## src/rtl/reconfig_seq_pkg.sv

```systemverilog
package reconfig_seq_pkg;

    typedef enum logic [2:0] {
        S_IDLE,
        S_REJ,
        S_PICK,
        S_RD,
        S_WR,
        S_DONE
    } seq_state_e;

    localparam int NUM_STEPS = 13;
    localparam int STEP_W    = $clog2(NUM_STEPS);
    localparam int PADDR_W   = 7;
    localparam int PDATA_W   = 16;

    typedef struct packed {
        logic [5:0] hi;
        logic [5:0] lo;
        logic       edg;
        logic       nocnt;
        logic       fen;
        logic [2:0] frac;
        logic       wf_r;
        logic       wf_f;
        logic [2:0] phase;
    } div_fields_t;

endpackage

```

## src/rtl/div_fields.sv

```systemverilog
module div_fields
    import reconfig_seq_pkg::*;
#(
    parameter int INT_W = 8
) (
    input  logic [INT_W-1:0] int_part,
    input  logic [2:0]       frac_part,
    output div_fields_t      f
);

    logic       even;
    logic       frac_one;
    logic [5:0] half;

    always_comb begin
        even     = ~int_part[0];
        frac_one = (frac_part == 3'd1);
        half     = 6'(int_part >> 1);
        f        = '0;
        if (int_part == INT_W'(1)) begin
            f.nocnt = 1'b1;
        end else if (frac_part == 3'd0) begin
            f.hi  = half;
            f.edg = int_part[0];
            f.lo  = 6'(int_part) - half;
        end else begin
            f.fen  = 1'b1;
            f.frac = frac_part;
            f.edg  = int_part[0];
            f.hi   = even ? half - 6'd1 : half;
            f.wf_r = even;
            f.lo   = (even || frac_one) ? half - 6'd1 : half;
            f.wf_f = (even ^ frac_one) || ((int_part == INT_W'(2)) && frac_one);
            f.phase = {int_part[0], 2'b00} + {1'b0, frac_part[2:1]};
        end
    end

endmodule

```

## src/rtl/step_table.sv

```systemverilog
module step_table
    import reconfig_seq_pkg::*;
(
    input  logic [STEP_W-1:0]  step,
    input  div_fields_t        out_f,
    input  div_fields_t        fb_f,
    input  div_fields_t        in_f,
    input  logic               power_on,
    input  logic [9:0]         lock_cnt,
    input  logic [4:0]         lock_dly_a,
    input  logic [4:0]         lock_dly_b,
    input  logic [31:0]        filter_word,
    output logic [PADDR_W-1:0] addr,
    output logic [PDATA_W-1:0] value,
    output logic [PDATA_W-1:0] mask
);

    function automatic logic [15:0] word_a(input div_fields_t d);
        return {4'b0000, d.hi, d.lo};
    endfunction

    function automatic logic [15:0] word_b(input div_fields_t d);
        return {1'b0, d.frac, d.fen, d.wf_r, 2'b00, d.edg, d.nocnt, 6'b0};
    endfunction

    function automatic logic [15:0] word_c(input div_fields_t d);
        return {2'b00, d.phase, d.wf_f, 10'b0};
    endfunction

    always_comb begin
        addr  = '0;
        value = '0;
        mask  = 16'hFFFF;
        unique case (step)
            4'd0:  begin addr = 7'h28; value = power_on ? 16'h9800 : 16'h0000; mask = 16'h9800; end
            4'd1:  begin addr = 7'h08; value = word_a(out_f); mask = 16'hEFFF; end
            4'd2:  begin addr = 7'h09; value = word_b(out_f); mask = 16'h7FFF; end
            4'd3:  begin addr = 7'h07; value = word_c(out_f); mask = 16'h3C00; end
            4'd4:  begin
                addr  = 7'h16;
                value = {2'b00, in_f.edg, in_f.nocnt, in_f.hi, in_f.lo};
                mask  = 16'h3FFF;
            end
            4'd5:  begin addr = 7'h14; value = word_a(fb_f); mask = 16'hEFFF; end
            4'd6:  begin addr = 7'h15; value = word_b(fb_f); mask = 16'h7FFF; end
            4'd7:  begin addr = 7'h13; value = word_c(fb_f); mask = 16'h3C00; end
            4'd8:  begin addr = 7'h18; value = {6'b0, lock_cnt}; mask = 16'h03FF; end
            4'd9:  begin addr = 7'h19; value = {1'b0, lock_dly_a, 10'h001}; mask = 16'h7FFF; end
            4'd10: begin addr = 7'h1A; value = {1'b0, lock_dly_b, 10'h3E9}; mask = 16'h7FFF; end
            4'd11: begin addr = 7'h4E; value = filter_word[31:16]; mask = 16'h9900; end
            4'd12: begin addr = 7'h4F; value = filter_word[15:0]; mask = 16'h9900; end
            default: begin addr = '0; value = '0; mask = 16'hFFFF; end
        endcase
    end

endmodule

```

## src/rtl/reconfig_seq.sv

```systemverilog
module reconfig_seq
    import reconfig_seq_pkg::*;
#(
    parameter int OUT_W = 11,
    parameter int FB_W  = 10,
    parameter int IN_W  = 7
) (
    input  logic               clk,
    input  logic               rst_n,
    input  logic               start,
    input  logic [OUT_W-1:0]   out_div,
    input  logic [FB_W-1:0]    fb_mul,
    input  logic [IN_W-1:0]    in_div,
    input  logic [9:0]         lock_cnt,
    input  logic [4:0]         lock_dly_a,
    input  logic [4:0]         lock_dly_b,
    input  logic [31:0]        filter_word,
    output logic               port_req,
    output logic               port_write,
    output logic [PADDR_W-1:0] port_addr,
    output logic [PDATA_W-1:0] port_wdata,
    input  logic               port_ready,
    input  logic [PDATA_W-1:0] port_rdata,
    output logic               busy,
    output logic               done,
    output logic               reject
);

    localparam int OUT_INT_W = OUT_W - 3;
    localparam int FB_INT_W  = FB_W - 3;
    localparam logic [STEP_W-1:0] LAST_STEP = STEP_W'(NUM_STEPS - 1);

    seq_state_e state_q, state_d;

    logic [OUT_W-1:0]   out_q;
    logic [FB_W-1:0]    fb_q;
    logic [IN_W-1:0]    in_q;
    logic [9:0]         lcnt_q;
    logic [4:0]         ldly_a_q;
    logic [4:0]         ldly_b_q;
    logic [31:0]        filt_q;
    logic [STEP_W-1:0]  step_q;
    logic [PDATA_W-1:0] rd_q;

    div_fields_t out_f, fb_f, in_f;
    logic [PADDR_W-1:0] step_addr;
    logic [PDATA_W-1:0] step_value;
    logic [PDATA_W-1:0] step_mask;
    logic               bad_req;
    logic               last_step;

    assign bad_req   = (out_div == '0) || (fb_mul == '0) || (in_div == '0);
    assign last_step = (step_q == LAST_STEP);

    div_fields #(.INT_W(OUT_INT_W)) u_out_fields (
        .int_part (out_q[OUT_W-1:3]),
        .frac_part(out_q[2:0]),
        .f        (out_f)
    );

    div_fields #(.INT_W(FB_INT_W)) u_fb_fields (
        .int_part (fb_q[FB_W-1:3]),
        .frac_part(fb_q[2:0]),
        .f        (fb_f)
    );

    div_fields #(.INT_W(IN_W)) u_in_fields (
        .int_part (in_q),
        .frac_part(3'd0),
        .f        (in_f)
    );

    step_table u_table (
        .step       (step_q),
        .out_f      (out_f),
        .fb_f       (fb_f),
        .in_f       (in_f),
        .power_on   ((out_q[2:0] != 3'd0) || (fb_q[2:0] != 3'd0)),
        .lock_cnt   (lcnt_q),
        .lock_dly_a (ldly_a_q),
        .lock_dly_b (ldly_b_q),
        .filter_word(filt_q),
        .addr       (step_addr),
        .value      (step_value),
        .mask       (step_mask)
    );

    // State register
    always_ff @(posedge clk) begin
        if (!rst_n) state_q <= S_IDLE;
        else        state_q <= state_d;
    end

    // Next-state logic
    always_comb begin
        state_d = state_q;
        unique case (state_q)
            S_IDLE: if (start) state_d = bad_req ? S_REJ : S_PICK;
            S_REJ:  state_d = S_IDLE;
            S_PICK: state_d = (step_mask == 16'hFFFF) ? S_WR : S_RD;
            S_RD:   if (port_ready) state_d = S_WR;
            S_WR:   if (port_ready) state_d = last_step ? S_DONE : S_PICK;
            S_DONE: state_d = S_IDLE;
            default: state_d = S_IDLE;
        endcase
    end

    // Captured settings, step index and read shadow
    always_ff @(posedge clk) begin
        if (!rst_n) begin
            out_q    <= '0;
            fb_q     <= '0;
            in_q     <= '0;
            lcnt_q   <= '0;
            ldly_a_q <= '0;
            ldly_b_q <= '0;
            filt_q   <= '0;
            step_q   <= '0;
            rd_q     <= '0;
        end else begin
            if (state_q == S_IDLE && start && !bad_req) begin
                out_q    <= out_div;
                fb_q     <= fb_mul;
                in_q     <= in_div;
                lcnt_q   <= lock_cnt;
                ldly_a_q <= lock_dly_a;
                ldly_b_q <= lock_dly_b;
                filt_q   <= filter_word;
                step_q   <= '0;
                rd_q     <= '0;
            end
            if (state_q == S_PICK && step_mask == 16'hFFFF) rd_q <= '0;
            if (state_q == S_RD && port_ready) rd_q <= port_rdata;
            if (state_q == S_WR && port_ready && !last_step) step_q <= step_q + 1'b1;
        end
    end

    // Outputs
    always_comb begin
        port_req   = (state_q == S_RD) || (state_q == S_WR);
        port_write = (state_q == S_WR);
        port_addr  = step_addr;
        port_wdata = (rd_q & ~step_mask) | (step_value & step_mask);
        busy       = (state_q == S_PICK) || (state_q == S_RD) ||
                     (state_q == S_WR)   || (state_q == S_DONE);
        done       = (state_q == S_DONE);
        reject     = (state_q == S_REJ);
    end

endmodule

```

## config.mk

```make
export PLATFORM = sky130hd
export DESIGN_NAME = reconfig_seq
export DESIGN_NICKNAME = d
export VERILOG_FILES = /design/src/rtl/reconfig_seq_pkg.sv /design/src/rtl/div_fields.sv /design/src/rtl/step_table.sv /design/src/rtl/reconfig_seq.sv
export SDC_FILE = /design/constraint.sdc
export NUM_CORES = 1
export LEC_CHECK = 0
export ABC_AREA = 1
export ABC_CLOCK_PERIOD_IN_PS = 4900
export BUFFER_PORTS_ARGS = -buffer_cell sky130_fd_sc_hd__buf_2
export CORE_MARGIN = 4
export CORE_UTILIZATION = 62
export CTS_BUF_LIST = sky130_fd_sc_hd__clkbuf_8
export CTS_CLUSTER_DIAMETER = 50
export DETAILED_ROUTE_END_ITERATION = 7
export GPL_TIMING_DRIVEN = 1
export HOLD_SLACK_MARGIN = 0.12
export PLACE_DENSITY = 0.94
export SLEW_MARGIN = 20
export SYNTH_ARGS = -nofsm -noshare
export SYNTH_HDL_FRONTEND = slang
export SYNTH_SLANG_ARGS = --single-unit
```

## constraint.sdc

```tcl
create_clock -name clk -period 4.9 [get_ports clk]
set_input_delay 0 -clock clk [delete_from_list [all_inputs] [get_ports clk]]
set_output_delay 0 -clock clk [all_outputs]
set_load 0.05 [all_outputs]
```

==> qor.csv, run 1 <==
metric,value,unit
Max IR drop VDD,0.2501,mV
Max Transition Viols Final,0,
"commonest non-fill, non-tap cell in the layout",nand2_1,
Synth Flop Type,dfxtp_1,
clock latency at the later pin of the worst-skew pair,0.38,ns
Routed WL,25140,microns
Starting Density,64.49,%
initial antenna violation count,1,
internal reg-to-reg setup slack,1.51,ns
Synth Net Count,1108,
Syn. warnings,0,
DR pass1 iterations,6,
post_cts resized,0,
chip width,112.1,microns
height of the die,112.1,microns
Worst Setup End Kind,register,
Arrival @ worst endpoint,3.73,ns
Clock Tree Buf Depth,2,
std cell rows,37,
Hold WC Path Type,in -> reg,
post-route cell area,8584,sq um
number of port buffers,127,
register area,2062,sq um
Period minus WS final,3.395,ns
Pleak,3.947,nW
DR WL/cell,19.17,microns
worst hold slack,0.3799,ns
cts-stage hold buffer count,100,
pin count of the biggest net entering global routing,57,
share of layout cells above drive strength 1,17.97,%
overall global routing resource usage,39.03,%
Hold Path End,filt_q[26],
routability congestion estimate,1.043,
# IOs,128,
"CP delay by family, top",simple AND/OR/NAND/NOR gates,
number of global-route vias before repair,7782,
Worst Hold Depth,4,
crit path launch type,register,
CTS Buf Count,9,
#FFs+latches synth,103,
Setup Buffers After CTS,0,
Clock Pin Slew Worst Setup and Hold Paths,0.12,ns
Placed Area,7373,sq um
worst slew pin tran,0.9240,ns
CP Depth,12,
Min-Delay Startpoint,filter_word[26],
count of different cell masters after synthesis,52,
Core ar.,10420,sq um
Via-to-Cell Ratio,6.110,
CTS tree,done,
grt ovf,0,
Mapped Area,6718,sq um
worst clock skew,0.01057,ns
Nets,1312,
worst reg2reg endpoint,state_q[2],
Post-synth EDFFs,0,
"Seq/Total Area, Yosys",30.69,%
DIE AREA,12560,sq um
worst path required time,5.23,ns
dpl cells,1194,
RSZ-0062 raised after global routing,false,
Max Cap Viol,0,
Max-slew headroom,38.31,%
first-pass GRT wire length,39700,microns
Layout Cells excl Fill,1311,
CP Class,reg -> reg,
root buf cell,clkbuf_8,
Clock Sinks,103,
Initial DRC Count,1145,
pwr/cell area,282.6,nW/um^2
max incr delay on CP,0.57,ns
H-tree depth reported by CTS,3,
R2R cell count,12,
setup TNS,0,ns
"commonest cells after routing, fill and taps aside","nand2_1, nor2_1, buf_2",
"Slowest-stage cell, CP",dlygate4sd3_1,
reg2reg start,step_q[0],
CP cell instances,"inv_1, ha_1, nand3_1, inv_1, nor2_2, nand3_4, nand2_2, nand4_4, nand2_1, nand2_1, a21oi_1, dlygate4sd3_1",
Crit path buffers/inverters,3,
"FFs w/ async S/R, synth",0,%
DRC,0,
dpl hpwl,15780,microns
Final Setup Violations,0,
run status,"finished, final reports clean",
f_max,0.2946,GHz
final hold vios,0,
FILL cells,649,
Synth Area per Inst,6.961,sq um
Tcrit/Tclk final,69.28,%
multi-input logic area,4100,sq um
routed vias,8010,
Synth-to-Final Area Change,27.79,%
post-route ant nets,0,
Gate Count Post-Synth,965,
crit-path max FO,17,
==> tightest hold or removal path, stage by stage <==
cell and delay [ns]:
dlygate4sd3_1 0.52, buf_2 0.09, nor2_1 0.03, nor2_1 0.09
==> worst max path at each step <==
stage	from	end	slack (ns)
finish	step_q[0]	state_q[2]	1.51
global route	step_q[0]	state_q[2]	1.31
CTS	step_q[3]	state_q[2]	1.62
detailed placement	step_q[3]	port_wdata[8]	2.12
global placement	step_q[3]	port_wdata[8]	2.11
floorplan	step_q[0]	port_wdata[8]	2.69
==> routing by layer <==
| metal | part of all wire, % | track usage, % | up-vias |
|---|---|---|---|
| li1 | - | - | 3643 |
| met1 | 37 | 48.15 | 3600 |
| met2 | 46 | 63.97 | 602 |
| met3 | 10 | 6.307 | 165 |
| met4 | 7.3 | 23.64 | 0 |
| met5 | 0 | 0 | - |
==> power by group <==
group | total (mW) | internal (mW) | leakage, nW | switching [mW]
registers | 1.00 | 0.931 | 0.849 | 0.0741
clock network | 0.571 | 0.206 | 0.104 | 0.365
logic | 0.851 | 0.302 | 2.99 | 0.549
==> cells by family (layout without fill, tap and decap cells) <==
kind of cell / after synthesis / after routing / share of synthesized area (%)
simple gates: 426 / 426 / 30.36
compound gates: 240 / 240 / 20.12
buf+inv: 136 / 345 / 8.270
flops: 103 / 103 / 30.69
fa+ha+maj: 43 / 43 / 8.344
xor+xnor: 17 / 17 / 2.216
other cells: 0 / 1 / 0
==> flip-flops by register name, summed over array words and instances (netlist names), 4 cells and up <==
register and flops:
ldly_b_q 5, lcnt_q 10, out_q 11, ldly_a_q 5
filt_q 32, in_q 7, step_q 4, fb_q 10
rd_q 16
==> cell usage after synthesis (2+ instances only) <==
master	number	share of area, %
a21oi_1	70	5.2
a21oi_2	10	1.3
a221oi_1	5	0.65
a22o_1	2	0.26
a22oi_1	8	0.89
a31o_2	2	0.26
a31oi_1	4	0.37
buf_2	3	0.22
buf_4	2	0.22
buf_6	2	0.34
clkbuf_1	30	1.7
dfxtp_1	103	31
fa_1	3	0.89
ha_1	40	7.5
inv_1	89	5.0
inv_2	6	0.34
nand2_1	158	8.8
nand2_2	6	0.56
nand2_4	2	0.34
nand3_1	50	3.7
nand3_2	14	2.1
nand3_4	5	1.3
nand3b_1	2	0.22
nand4_1	17	1.6
nor2_1	138	7.7
nor2_2	4	0.37
nor2_4	4	0.67
nor3_1	12	0.89
nor3_2	2	0.30
nor3b_1	2	0.22
nor4_1	3	0.28
o211ai_1	7	0.78
o21ai_0	118	8.8
o21ai_2	2	0.26
o221ai_1	3	0.39
o22ai_1	4	0.37
or2_2	2	0.19
or4_1	2	0.22
xnor2_1	5	0.65
xor2_1	12	1.6
==> final cells by class <==
cell class / instances / area share [%]
Antenna cell: 1 / 0.02915
Clock buffer: 9 / 1.443
Inverter: 98 / 4.373
Sequential cell: 103 / 24.02
Multi-Input combinational cell: 726 / 47.76
Clock inverter: 7 / 0.9765
Tap cell: 136 / 1.982
Timing Repair Buffer: 231 / 19.41
==> stage by stage <==
stage	worst slack (ns)	utilization (%)	power (mW)
floorplan	2.694	-	1.539
global placement	2.109	70.79	1.730
detailed placement	2.115	70.79	1.747
CTS	1.621	82.39	2.349
global route	1.313	82.41	2.532
finish	1.505	82.41	2.426
No activity file was read; power rests on OpenSTA's default activity.
==> inputs of run 2 (changes only) <==
ABC_CLOCK_PERIOD_IN_PS = 3400   (was 4900)
CORE_UTILIZATION = 58   (was 62)
PLACE_DENSITY = 0.89   (was 0.94)
clock period = 3.4 ns   (was 4.9 ns; I/O delays follow)
==> run 2 against run 1 <==
  * Die area up 6.4%
  * Power up 45%
  * Clock-buffer cell count unchanged
  * Register-to-register slack worse by 1.3 ns
  * Non-clock buffer count up 4
  * Clock power up 50%
  * Hold slack worse by 0.19 ns
  * Sequential power up 44%
  * Critical path depth down 1
  * Wire length down 3.9%
  * Largest cell class unchanged
==> qor.csv, run 2 (same netlist as run 1, synthesis figures left out) <==
metric,value,unit,change
run status,"finished, final reports clean",,
clock latency at the later pin of the worst-skew pair,0.38,ns,about the same
Initial DRC Count,724,,-37%
Max IR drop VDD,0.3655,mV,+46%
crit path launch type,register,,
overall global routing resource usage,36.37,%,-2.7 points
dpl hpwl,15600,microns,-1.1%
Max Transition Viols Final,0,,unchanged
f_max,0.3096,GHz,
initial antenna violation count,2,,+1
Max-slew headroom,40.35,%,+2.0 points
Min-Delay Startpoint,rst_n,,
pwr/cell area,407.9,nW/um^2,+44%
internal reg-to-reg setup slack,0.22,ns,-1.29 ns
Core ar.,11370,sq um,+9.2%
reg2reg start,step_q[0],,
Routed WL,24170,microns,-3.9%
Reg with most FFs,filt_q,,
root buf cell,clkbuf_8,,
Layout Cells excl Fill,1323,,+0.92%
number of global-route vias before repair,7651,,-1.7%
final worst setup slack,0.1696,ns,-1.335 ns
routability congestion estimate,1.024,,-1.8%
Crit path buffers/inverters,4,,+1
DR pass1 iterations,6,,unchanged
Nets,1316,,+0.30%
"commonest non-fill, non-tap cell in the layout",nand2_1,,
"commonest cells after routing, fill and taps aside","nand2_1, nor2_1, buf_2",,
max incr delay on CP,0.44,ns,-0.13 ns
CP Class,reg -> out,,
dpl cells,1203,,+0.75%
Clock Tree Buf Depth,2,,unchanged
setup TNS,0,ns,unchanged
worst hold slack,0.1891,ns,-0.1908 ns
Final Setup Violations,0,,unchanged
most frequent CP cell,inv_1,,
crit-path max FO,12,,-5
worst slew pin tran,0.8938,ns,-0.03018 ns
height of the die,115.6,microns,+3.1%
DR WL/cell,18.27,microns,-4.7%
Max Cap Viol,0,,unchanged
post-place setup slack,0.6363,ns,-1.479 ns
chip width,115.6,microns,+3.1%
RSZ-0062 raised after global routing,false,,
CTS Buf Count,9,,unchanged
Hold WC Path Type,in -> reg,,
final hold vios,0,,unchanged
grt ovf,0,,unchanged
Worst Setup End Kind,output port,,
CP cell instances,"inv_1, ha_1, nand3_1, inv_1, nor2_2, nand3_4, nand2_2, inv_2, nand4_1, o2111ai_1, buf_2",,
Clock Pin Slew Worst Setup and Hold Paths,0.11,ns,about the same
Period minus WS final,3.230,ns,
Arrival @ worst endpoint,3.23,ns,-0.50 ns
std cell rows,39,,+5.4%
CTS tree,done,,
routed vias,7962,,-0.60%
Synth-to-Final Area Change,28.57,%,
Clock Sinks,103,,unchanged
flip-flop count of the largest register after layout,32,,unchanged
DRC,0,,unchanged
"Slowest-stage cell, CP",inv_1,,
number of port buffers,127,,unchanged
Pleak,3.975,nW,+0.71%
worst path required time,3.40,ns,-1.83 ns
H-tree depth reported by CTS,3,,unchanged
# IOs,128,,unchanged
Setup crit start,step_q[0],,
Tcrit/Tclk final,95.01,%,
FILL cells,814,,+25%
DIE AREA,13370,sq um,+6.4%
"CP delay by family, top",buffers and inverters,,
first-pass GRT wire length,38380,microns,-3.3%
share of layout cells above drive strength 1,18.42,%,+0.45 points
Via-to-Cell Ratio,6.018,,-1.5%
pin count of the biggest net entering global routing,55,,-3.5%
worst clock skew,0.007347,ns,-0.003226 ns
top flop regs,"filt_q (32), rd_q (16), out_q (11)",,
Starting Density,59.08,%,-5.4 points
post-route ant nets,0,,unchanged
==> run 2: changes by cell type in the layout (fill, tap and decap cells not counted), sizes merged <==
cell / previous run / this run
buf: 131 / 136
clkinv: 4 / 2
bufinv: 0 / 1
diode: 1 / 2
dlygate4sd3: 100 / 99
inv: 101 / 102
==> run 2: worst reg2reg max path, cell delays in order (launching register included) <==
cell and delay [ns]:
dfxtp_1 0.44, inv_1 0.12, ha_1 0.31, nand3_1 0.31
inv_1 0.30, nor2_2 0.23, nand3_4 0.14, nand2_2 0.29
nand4_4 0.17, nand2_1 0.10, nand2_1 0.05, a21oi_1 0.12
dlygate4sd3_1 0.57
==> run 2: final cells by class <==
| class | instances | area [sq um] | area share (%) |
|---|---|---|---|
| clock inverter | 7 | 83.83 | 0.9706 |
| sequential | 103 | 2063 | 23.89 |
| clock buffer | 9 | 123.9 | 1.434 |
| inverter | 98 | 375.4 | 4.346 |
| multi-input combinational | 726 | 4100 | 47.47 |
| tap | 143 | 178.9 | 2.072 |
| antenna | 2 | 5.005 | 0.05795 |
| timing repair buffer | 235 | 1707 | 19.76 |
==> run 2: worst paths after layout <==
check,end,cells past startpoint
max,port_wdata[8],11
min,step_q[3],3
max reg2reg,state_q[2],12
min reg2reg,rd_q[7],2
==> run 2: metal layers <==
metal / global-route usage [%] / up-vias / wire, microns
met3: 8.251 / 139 / 2363
met2: 59.88 / 543 / 11350
met5: 0 / - / 0
li1: - / 3665 / -
met1: 44.11 / 3615 / 8960
met4: 20.03 / 0 / 1495
==> run 2: what timing repair did <==
item / in CTS / in global routing
hold endpoints to repair: 102 / 0
endpoints found under the setup margin: 0 / 2
hold buffers: 99 / 0
buffers inserted: 0 / 3
resized for setup: 0 / 1
==> run 2: where the power goes <==
group / internal (mW) / total (mW) / switching [mW]
Clock: 0.358 / 0.854 / 0.496
Combinational: 0.444 / 1.22 / 0.781
Sequential: 1.34 / 1.44 / 0.104
Total: 2.14 / 3.52 / 1.38
==> run 2: through the flow <==
step | instance area (sq um) | util (%) | total power, mW
after floorplan | 6718 | - | 2.218
after global placement | 7410 | 65.17 | 2.508
after detailed placement | 7410 | 65.17 | 2.531
after CTS | 8608 | 75.71 | 3.442
after global routing | 8637 | 75.97 | 3.701
final | 8637 | 75.97 | 3.523
==> inputs of run 3 (changes only) <==
ABC_CLOCK_PERIOD_IN_PS = 4000   (was 3400)
CORE_ASPECT_RATIO = 0.75   (was not set)
CORE_UTILIZATION = 62   (was 58)
PLACE_DENSITY = 0.94   (was 0.89)
clock period = 4 ns   (was 3.4 ns; I/O delays follow)
==> run 3 against run 2 <==
  * The run now ends with design-rule violations left
  * Final cell count down 0.60%
  * Sequential share of layout area is essentially flat
  * Power decreased by 14%
  * Register-to-register slack improved by 0.33 ns
  * First-iteration DRC count up 77%
  * Critical endpoint unchanged
  * Cell area is 0.14% higher
  * Critical path depth decreased by 2
  * Worst setup slack better by 0.35 ns
  * Clock power down 13%
  * Non-clock buffer count did not move
  * Critical path type unchanged
  * Clock skew increased by 0.0021 ns
  * Core utilization grew 7.1 points
==> qor.csv, run 3 (same netlist as run 1, synthesis figures left out) <==
metric,value,unit,change
run status,"complete, but fails checks",,
violated checks,design-rule violations,,
post-route ant nets,0,,unchanged
DIE AREA,12580,sq um,-5.9%
CTS tree,done,,
worst clock skew,0.009430,ns,+0.002083 ns
Min-Delay Startpoint,filter_word[13],,
RSZ-0062 raised after global routing,false,,
grt ovf,0,,unchanged
pin count of the biggest net entering global routing,80,,+45%
DR WL/cell,19.33,microns,+5.8%
Tcrit/Tclk final,87.10,%,
number of global-route vias before repair,8078,,+5.6%
CP Class,reg -> out,,
post_cts resized,0,,unchanged
std cell rows,32,,-18%
first-pass GRT wire length,40260,microns,+4.9%
Initial DRC Count,1280,,+77%
routed vias,8211,,+3.1%
clock latency at the later pin of the worst-skew pair,0.40,ns,+0.02 ns
initial antenna violation count,1,,-1
Arrival @ worst endpoint,3.48,ns,+0.25 ns
Setup crit start,step_q[3],,
worst hold slack,0.3417,ns,+0.1526 ns
number of port buffers,127,,unchanged
FILL cells,613,,-25%
flip-flop count of the largest register after layout,32,,unchanged
Final Setup Violations,0,,unchanged
Clock Sinks,103,,unchanged
DRC,16,,+16
part of the power in registers,40.7,%,-0.3 points
Routed WL,25420,microns,+5.2%
H-tree depth reported by CTS,3,,unchanged
share of layout cells above drive strength 1,17.91,%,-0.51 points
chip width,128.2,microns,+11%
setup TNS,0,ns,unchanged
Via-to-Cell Ratio,6.244,,+3.8%
Nets,1316,,unchanged
"commonest non-fill, non-tap cell in the layout",nand2_1,,
Worst Setup End Kind,output port,,
"commonest cells after routing, fill and taps aside","nand2_1, nor2_1, buf_2",,
Pleak,3.978,nW,about the same
Reg with most FFs,filt_q,,
height of the die,98.15,microns,-15%
Max IR drop VDD,0.3405,mV,-6.8%
switching share of power,41.01,%,+1.8 points
pwr/cell area,349.9,nW/um^2,-14%
crit path launch type,register,,
routability congestion estimate,1.032,,+0.80%
Period minus WS final,3.484,ns,
combinational power share,34.8,%,about the same
top flop regs,"filt_q (32), rd_q (16), out_q (11)",,
Max Cap Viol,0,,unchanged
Max-slew headroom,40.56,%,+0.21 points
# IOs,128,,unchanged
worst slew pin tran,0.8906,ns,-0.003203 ns
crit-path max FO,12,,unchanged
overall global routing resource usage,39.84,%,+3.5 points
Max Transition Viols Final,0,,unchanged
final hold vios,0,,unchanged
Sw Pwr,1.241,mW,-10%
Hold WC Path Type,in -> reg,,
root buf cell,clkbuf_8,,
Clock Pin Slew Worst Setup and Hold Paths,0.13,ns,+0.02 ns
Core ar.,10410,sq um,-8.4%
internal power,1.785,mW,-17%
f_max,0.2870,GHz,
clock share of power,24.5,%,+0.3 points
Synth-to-Final Area Change,28.76,%,
Clock Tree Buf Depth,2,,unchanged
Starting Density,64.53,%,+5.4 points
reg2reg start,step_q[3],,
worst path required time,4.00,ns,+0.60 ns
dpl hpwl,15450,microns,-0.96%
DR pass1 iterations,8,,+2
CTS Buf Count,9,,unchanged
-- run 3: cell types whose count changed in the layout (fill, tap and decap cells not counted), moves of 2 or more --
cell and change:
buf_4 -5, clkinv_8 +2, dlygate4sd3_1 +5, inv_12 +2
inv_6 -2
-- run 3: metrics by stage --
stage               area (sq um)  utilization, %  instances  worst slack, ns  power, mW
global placement            7386           70.95       1194            1.267      2.124
detailed placement          7386           70.95       1194            1.220      2.143
finish                      8650           83.09       1315           0.5160      3.026
floorplan                   6718               -        965            1.794      1.886
global route                8650           83.09       1315           0.4405      3.158
CTS                         8647           83.06       1314           0.7467      2.935
-- run 3: worst paths after layout --
check / endpoint / slack [ns] / cells past startpoint
worst max-delay path: port_wdata[8] / 0.52 / 9
worst min-delay path: filt_q[13] / 0.34 / 4
worst max register to register: state_q[2] / 0.55 / 10
worst min register to register: rd_q[2] / 0.50 / 2
-- run 3: repair_timing --
action	4_1_cts	5_1_grt
buffers inserted	0	0
endpoints found under the hold margin	103	0
hold buffers	104	0
-- run 3: cell type report --
type | count | area, sq um | share of cell area, %
Sequential cell | 103 | 2062 | 23.84
Clock inverter | 7 | 96.34 | 1.114
Inverter | 98 | 375.4 | 4.340
Clock buffer | 9 | 123.9 | 1.432
Timing Repair Buffer | 235 | 1719 | 19.88
Tap cell | 136 | 170.2 | 1.967
Multi-Input combinational cell | 726 | 4100 | 47.40
Antenna cell | 1 | 2.502 | 0.02893
-- run 3: metal layers --
metal	share of wire, %	GRT usage, %	vias to the layer above
met2	45	62.63	684
met5	0	0	-
met1	36	48.16	3685
li1	-	-	3647
met4	6.5	21.86	0
met3	12	12.85	195
-- run 3: power by group through the flow --
stage	clock, mW	combinational, mW	sequential (mW)
after floorplan	0	0.666	1.22
after global placement	0	0.885	1.24
after detailed placement	0	0.901	1.24
after CTS	0.720	0.994	1.22
after global routing	0.763	1.15	1.24
final	0.742	1.05	1.23
-- run 3: critical path, stage by stage (launching register included) --
cell and delay, ns:
dfxtp_1 0.84, nand3_1 0.46, inv_1 0.46, nor2_2 0.10
nand3_4 0.13, nand2_2 0.19, inv_2 0.21, nand4_1 0.21
o2111ai_1 0.17, buf_2 0.30
